--- src/rtl/pas_pkg.sv ---
`timescale 1ns/1ps
package pas_pkg;
    localparam int WORD_W  = 32;
    localparam int HALF_W  = 16;
    localparam int POS_W   = 10;
    localparam int CODE_W  = 4;
    localparam int WID_W   = $clog2(WORD_W) + 1;
    localparam int MIN_W   = 8;
    localparam int EXT_ADD = 16;
    localparam int N_CH    = 2;

    typedef struct packed {
        logic              ext;
        logic              en;
        logic [POS_W-1:0]  pos;
        logic [CODE_W-1:0] code;
    } chan_cfg_t;

    typedef enum logic {
        L_IDLE,
        L_SHIFT
    } lane_state_e;

    function automatic logic [WID_W-1:0] chan_width(chan_cfg_t c);
        logic [WID_W:0] w;
        w = (WID_W+1)'(MIN_W) + (WID_W+1)'(c.code) +
            (c.ext ? (WID_W+1)'(EXT_ADD) : '0);
        if (w > (WID_W+1)'(WORD_W)) w = (WID_W+1)'(WORD_W);
        return w[WID_W-1:0];
    endfunction
endpackage

--- src/rtl/pas_tx_lane.sv ---
`timescale 1ns/1ps
module pas_tx_lane
    import pas_pkg::*;
(
    input  logic              clk,
    input  logic              rst_n,
    input  logic              edge_i,
    input  logic              start_i,
    input  logic [WID_W-1:0]  width_i,
    input  logic [WORD_W-1:0] sample_i,
    output logic              bit_o
);
    lane_state_e       state, nxt;
    logic [WORD_W-1:0] shreg;
    logic [WID_W-1:0]  rem;

    always_ff @(posedge clk) begin
        if (!rst_n) state <= L_IDLE;
        else        state <= nxt;
    end

    always_comb begin
        nxt = state;
        unique case (state)
            L_IDLE:  if (start_i) nxt = L_SHIFT;
            L_SHIFT: if (edge_i && !start_i && rem == '0) nxt = L_IDLE;
            default: nxt = L_IDLE;
        endcase
    end

    always_ff @(posedge clk) begin
        if (!rst_n) begin
            shreg <= '0;
            rem   <= '0;
        end else if (start_i) begin
            shreg <= sample_i << (WID_W'(WORD_W) - width_i);
            rem   <= width_i - WID_W'(1);
        end else if (state == L_SHIFT && edge_i) begin
            if (rem == '0) begin
                shreg <= '0;
            end else begin
                shreg <= shreg << 1;
                rem   <= rem - WID_W'(1);
            end
        end
    end

    assign bit_o = shreg[WORD_W-1];

    // an idle lane never drives the line
    a_r5_idle_quiet: assert property (@(posedge clk) disable iff (!rst_n)
        (state == L_IDLE) |-> !bit_o);
endmodule

--- src/rtl/pas_rx_lane.sv ---
`timescale 1ns/1ps
module pas_rx_lane
    import pas_pkg::*;
(
    input  logic              clk,
    input  logic              rst_n,
    input  logic              edge_i,
    input  logic              start_i,
    input  logic [WID_W-1:0]  width_i,
    input  logic              sdi_i,
    output logic              done_o,
    output logic [WORD_W-1:0] data_o
);
    lane_state_e       state, nxt;
    logic [WORD_W-1:0] shreg;
    logic [WID_W-1:0]  rem;

    always_ff @(posedge clk) begin
        if (!rst_n) state <= L_IDLE;
        else        state <= nxt;
    end

    always_comb begin
        nxt = state;
        unique case (state)
            L_IDLE:  if (start_i) nxt = L_SHIFT;
            L_SHIFT: if (edge_i && !start_i && rem == WID_W'(1)) nxt = L_IDLE;
            default: nxt = L_IDLE;
        endcase
    end

    always_ff @(posedge clk) begin
        if (!rst_n) begin
            shreg  <= '0;
            rem    <= '0;
            done_o <= 1'b0;
        end else begin
            done_o <= 1'b0;
            if (start_i) begin
                shreg <= {{(WORD_W-1){1'b0}}, sdi_i};
                rem   <= width_i - WID_W'(1);
            end else if (state == L_SHIFT && edge_i) begin
                shreg <= {shreg[WORD_W-2:0], sdi_i};
                rem   <= rem - WID_W'(1);
                if (rem == WID_W'(1)) done_o <= 1'b1;
            end
        end
    end

    assign data_o = shreg;

    // completion is a single pulse and only follows shifting
    a_r6_done_single: assert property (@(posedge clk) disable iff (!rst_n)
        done_o |=> !done_o);
    a_r6_done_from_shift: assert property (@(posedge clk) disable iff (!rst_n)
        done_o |-> ($past(state) == L_SHIFT));
endmodule

--- src/rtl/pos_audio_shifter.sv ---
`timescale 1ns/1ps
module pos_audio_shifter
    import pas_pkg::*;
(
    input  logic              clk,
    input  logic              rst_n,
    input  logic [POS_W-1:0]  bit_cnt,
    input  logic              tx_edge,
    input  logic              rx_edge,
    input  logic [WORD_W-1:0] tx_cfg,
    input  logic [WORD_W-1:0] rx_cfg,
    input  logic              tx_pack,
    input  logic              rx_pack,
    input  logic [WORD_W-1:0] tx_word,
    input  logic              tx_word_valid,
    output logic              tx_take,
    output logic              tx_underrun,
    output logic              sdo,
    input  logic              sdi,
    output logic [WORD_W-1:0] rx_word,
    output logic              rx_valid
);
    chan_cfg_t         txc [N_CH];
    chan_cfg_t         rxc [N_CH];
    logic [WID_W-1:0]  tx_w [N_CH];
    logic [WID_W-1:0]  rx_w [N_CH];
    logic [WORD_W-1:0] tx_samp [N_CH];
    logic [WORD_W-1:0] rx_data [N_CH];
    logic [N_CH-1:0]   tx_start, rx_start, tx_bits, rx_done;

    for (genvar i = 0; i < N_CH; i++) begin : g_ch
        assign txc[i]  = tx_cfg[WORD_W-1-i*HALF_W -: HALF_W];
        assign rxc[i]  = rx_cfg[WORD_W-1-i*HALF_W -: HALF_W];
        assign tx_w[i] = chan_width(txc[i]);
        assign rx_w[i] = chan_width(rxc[i]);
        assign tx_start[i] = tx_edge && txc[i].en && (bit_cnt == txc[i].pos);
        assign rx_start[i] = rx_edge && rxc[i].en && (bit_cnt == rxc[i].pos);

        pas_tx_lane u_tx (
            .clk      (clk),
            .rst_n    (rst_n),
            .edge_i   (tx_edge),
            .start_i  (tx_start[i]),
            .width_i  (tx_w[i]),
            .sample_i (tx_samp[i]),
            .bit_o    (tx_bits[i])
        );

        pas_rx_lane u_rx (
            .clk     (clk),
            .rst_n   (rst_n),
            .edge_i  (rx_edge),
            .start_i (rx_start[i]),
            .width_i (rx_w[i]),
            .sdi_i   (sdi),
            .done_o  (rx_done[i]),
            .data_o  (rx_data[i])
        );
    end

    assign sdo = |tx_bits;

    // ---------------- transmit word fetch ----------------
    logic              tx_first1, need1, need2, under_d;
    logic [WORD_W-1:0] tx_hold;

    always_comb begin
        tx_first1 = txc[0].en && (!txc[1].en || (txc[0].pos <= txc[1].pos));
        need1     = tx_start[0] && (!tx_pack || tx_first1);
        need2     = tx_start[1] && (!tx_pack || !tx_first1);
        tx_take   = (need1 || need2) && tx_word_valid;
        under_d   = (need1 && !tx_word_valid) ||
                    (need2 && (!tx_word_valid || need1));
        if (tx_pack) begin
            tx_samp[0] = tx_first1
                ? (tx_word_valid ? {{HALF_W{1'b0}}, tx_word[HALF_W-1:0]} : '0)
                : {{HALF_W{1'b0}}, tx_hold[HALF_W-1:0]};
            tx_samp[1] = !tx_first1
                ? (tx_word_valid ? {{HALF_W{1'b0}}, tx_word[WORD_W-1:HALF_W]} : '0)
                : {{HALF_W{1'b0}}, tx_hold[WORD_W-1:HALF_W]};
        end else begin
            tx_samp[0] = tx_word_valid ? tx_word : '0;
            tx_samp[1] = (tx_word_valid && !need1) ? tx_word : '0;
        end
    end

    always_ff @(posedge clk) begin
        if (!rst_n) begin
            tx_hold     <= '0;
            tx_underrun <= 1'b0;
        end else begin
            tx_underrun <= under_d;
            if (tx_pack && (need1 || need2))
                tx_hold <= tx_word_valid ? tx_word : '0;
        end
    end

    // ---------------- receive word assembly ----------------
    logic              rx_first1, last1, last2;
    logic [HALF_W-1:0] half1, half2;

    always_comb begin
        rx_first1 = rxc[0].en && (!rxc[1].en || (rxc[0].pos <= rxc[1].pos));
        last1     = rxc[0].en && (!rxc[1].en || !rx_first1);
        last2     = rxc[1].en && (!rxc[0].en || rx_first1);
    end

    always_ff @(posedge clk) begin
        if (!rst_n) begin
            rx_valid <= 1'b0;
            rx_word  <= '0;
            half1    <= '0;
            half2    <= '0;
        end else begin
            rx_valid <= 1'b0;
            if (!rx_pack) begin
                half1 <= '0;
                half2 <= '0;
                if (rx_done[0]) begin
                    rx_valid <= 1'b1;
                    rx_word  <= rx_data[0];
                end else if (rx_done[1]) begin
                    rx_valid <= 1'b1;
                    rx_word  <= rx_data[1];
                end
            end else begin
                if (rx_done[0]) half1 <= rx_data[0][HALF_W-1:0];
                if (rx_done[1]) half2 <= rx_data[1][HALF_W-1:0];
                if ((rx_done[0] && last1) || (rx_done[1] && last2)) begin
                    rx_valid <= 1'b1;
                    rx_word  <= {rx_done[1] ? rx_data[1][HALF_W-1:0] : half2,
                                 rx_done[0] ? rx_data[0][HALF_W-1:0] : half1};
                    half1    <= '0;
                    half2    <= '0;
                end
            end
        end
    end

    // a word is consumed only when one is offered
    a_r10_take_needs_word: assert property (@(posedge clk) disable iff (!rst_n)
        tx_take |-> tx_word_valid);
    // an underrun pulse follows a launch strobe
    a_r10_underrun_after_edge: assert property (@(posedge clk) disable iff (!rst_n)
        tx_underrun |-> $past(tx_edge));
    // every output word follows a lane completion
    a_r9_valid_after_done: assert property (@(posedge clk) disable iff (!rst_n)
        rx_valid |-> $past(|rx_done));
endmodule

--- config.mk ---
export PLATFORM = sky130hd
export DESIGN_NAME = pos_audio_shifter
export DESIGN_NICKNAME = d
export VERILOG_FILES = /design/src/rtl/pas_pkg.sv /design/src/rtl/pas_tx_lane.sv /design/src/rtl/pas_rx_lane.sv /design/src/rtl/pos_audio_shifter.sv
export SDC_FILE = /design/constraint.sdc
export NUM_CORES = 1
export LEC_CHECK = 0
export ABC_CLOCK_PERIOD_IN_PS = 3710
export BUFFER_PORTS_ARGS = -buffer_cell sky130_fd_sc_hd__buf_2
export CORE_AREA = 5 5 190 192
export CTS_BUF_LIST = sky130_fd_sc_hd__clkbuf_4
export CTS_CLUSTER_DIAMETER = 40
export DETAILED_ROUTE_END_ITERATION = 8
export DIE_AREA = 0 0 195 197
export PLACE_DENSITY = 0.71
export SYNTH_ARGS = -nofsm -noshare
export SYNTH_HDL_FRONTEND = slang
export SYNTH_SLANG_ARGS = --single-unit
export TNS_END_PERCENT = 50
--- constraint.sdc ---
create_clock -name clk -period 3.71 [get_ports clk]
set_input_delay 0.1855 -clock clk [delete_from_list [all_inputs] [get_ports clk]]
set_output_delay 0.1855 -clock clk [all_outputs]
set_load 0.02 [all_outputs]
==> metrics.cfg <==
[finish]
fin_cells = 2921
layout_common_cells = 313 x nand2_1, 257 x a21oi_1, 255 x dfxtp_1
seq_area_um2 = 5130
areaGrowthSynthToFinish_pct = 17.6
layout_commonest_cell = nand2_1
multi_input_area_um2 = 10900
num-fill-cells = 3249
nets = 2567
drive_gt1_frac = 0.187
final_util = 0.579

[clock_tree]
h-tree-depth = 3
root_buffer = clkbuf_4
clkTransAtPathRegs_ns = 0.05
clk_latency_ns = 0.77
cts_setup_buffers = 0
cts_tree = done
cts-resized-gates = 0
clock_path_buffers = 3
cts-buffers-inserted = 77
cts_sinks = 256

[logic_synthesis]
seq_area_frac_synth = 0.304
synth-edff-count = 0
synth_area_leaders = dfxtp_1 30%, a21oi_1 7.6%, nand2_1 7.0%
syn_area_um2 = 16800
synth_cell_type_count = 80
syn_nets = 2356
yosysTopAreaCellShare = 0.304
synth-main-ff-cell = dfxtp_1
async_flop_share = 0
ys_ff_latch = 256
synth_cells = 2204
yosysWarnings = 0
postSynthAreaPerCell_um2 = 7.64
yosys.area.top_type = dfxtp_1

[sta]
fmax_ghz = 0.288
slew_headroom = 0.247
setup-tns-final_ns = 0
final.period_utilization = 0.934
finalSetupViolations = 0
final-hold-violation-count = 0
skew_ns = 0.0417
worstMarginPinSlew_ns = 1.12
timing.final.crit_period_ns = 3.47
slew_viol_final = 0
fin_ws_ns = 0.244
rsz0062_at_grt = false

[power]
clock_power_share = 0.381
switching_share = 0.328
p_int_mw = 4.65
p_comb_frac = 0.220
p_leak_nw = 7.57
vdd.ir_drop.worst_mv = 0.306
seqPwrFrac = 0.398
power_switching_mw = 2.27
pwr_density_cell_nw_per_um2 = 350

[setup_path]
cp-start-kind = input pin
critPathMaxFanout = 10
critPathMaxStageDelay_ns = 0.62
worstSetupPathType = in2out
crit_required_ns = 3.52
worstPathCellList = dlygate4sd3_1, buf_2, buf_4, nand2_1, or4_1, or3_1, nor2_1, nor2_1, a21oi_1, buf_2
critPathCaptureType = output port
cpMaxStageDelayCell = or3_1
crit_arrival_ns = 3.28

[routing]
drc = 0
postRouteAntennaNets = 0
dr.pass1.iters = 6
routed_wl_um = 62700
wire_per_inst_um = 21.5
first_iter_violations = 1595
vias = 17900
viasPerCell = 6.14

[die]
die_height_um = 197
initial_core_util = 0.492
die_area_um2 = 38400
row_count = 68
core_um2 = 34200
die_w_um = 195
io_pins = 150

[grt]
grt_use_total = 0.319
grt_pass1_wl_um = 98600
grt_pass1_vias = 17200
grt_antenna_before_repair = 1
grt_max_degree = 82
grt-ovfl-total = 0

[min_path]
hold_path_class = in2reg

[placed_design]
io_buffer_count = 149
dp_cells = 2744
dp_slack_ns = 0.0416
dp_hpwl_um = 46000
gp_congestion = 0.965

[outcome]
status = finished, final reports clean

[flow_run]
drv_cap = 0

## power groups by stage
stage / Sequential, mW / Clock, mW / Combinational (mW)
after floorplan: 2.83 / 0 / 0.894
after detailed placement: 2.82 / 0 / 1.44
final: 2.76 / 2.64 / 1.53
after global placement: 2.82 / 0 / 1.45
after CTS: 2.76 / 2.71 / 1.49
after global routing: 2.76 / 2.87 / 1.62
## state kept, by name (all words and copies together), names as in the netlist
| signal | flops |
|---|---|
| g_ch.u_rx.data_o | 64 |
| g_ch.u_rx.done_o | 2 |
| g_ch.u_rx.rem | 12 |
| g_ch.u_rx.state | 2 |
| g_ch.u_tx.rem | 12 |
| g_ch.u_tx.shreg | 64 |
| g_ch.u_tx.state | 2 |
| half1 | 16 |
| half2 | 16 |
| rx_valid | 1 |
| rx_word | 32 |
| tx_hold | 32 |
| tx_underrun | 1 |
## final timing paths
path / depth (start not counted) / slack, ns / to / start
worst min-delay path: 6 / 0.11 / tx_hold[16] / tx_word[16]
worst max register to register: 7 / 1.19 / g_ch[1].u_tx.shreg[30] / g_ch[1].u_tx.rem[1]
worst min register to register: 2 / 0.44 / g_ch[0].u_rx.data_o[29] / g_ch[0].u_rx.data_o[28]
worst max-delay path: 10 / 0.24 / tx_take / tx_edge
## per-layer routing
layer / vias to the layer above / share of wire / global-route usage / routed length [um]
met5: - / 0 / 0 / 0
li1: 8441 / - / - / -
met4: 0 / 0.037 / 0.119 / 2300
met2: 823 / 0.47 / 0.524 / 29300
met3: 160 / 0.074 / 0.0562 / 4630
met1: 8520 / 0.42 / 0.422 / 26400
## synth_stat cells, types with 15 or more instances
master,n
dfxtp_1,256
mux4_2,41
clkbuf_1,140
mux2i_1,98
nand4_1,16
nor2_1,226
xor2_1,27
and2_1,32
nand2b_1,35
nand3_1,49
a21oi_1,257
nor2b_1,24
o21ai_0,134
buf_1,15
xnor2_1,45
nor3_1,48
a221oi_1,24
nor4_1,21
a31oi_1,33
a211oi_1,51
ha_1,38
o211ai_1,22
inv_1,49
nand2_1,313
## cell type report
class,count,share of cell area
repair buffers,302,0.104
diodes,1,0.000126
clock buffers,107,0.0406
multi-input cells,1726,0.552
clock inverters,22,0.00563
flip-flops and latches,256,0.259
inverters,52,0.00992
well taps,455,0.0288
## worst max-delay path: cells and delay by family
| kind | cells | cell delay (ns) |
|---|---|---|
| compound gates | 1 | 0.20 |
| buf+inv | 4 | 1.14 |
| simple gates | 5 | 1.75 |
## what timing repair did
item                                   in CTS  in global routing
hold buffers                               47                  0
setup endpoints to repair                   0                  0
endpoints found under the hold margin      45                  0
## per-stage QoR
step	hold WS, ns	area [um^2]	total power, mW
global placement	0.444	18400	4.26
detailed placement	0.452	18400	4.26
floorplan	0.326	16800	3.72
CTS	0.0346	19800	6.95
global route	0.0984	19800	7.25
finish	0.106	19800	6.93
## cells by family after synthesis
family	share of synthesized area
flops	0.304
fa+ha+maj	0.0282
compound gates	0.248
mux	0.116
buf+inv	0.0506
xor+xnor	0.0375
simple gates	0.215
Power figures use the tool's default switching activity.
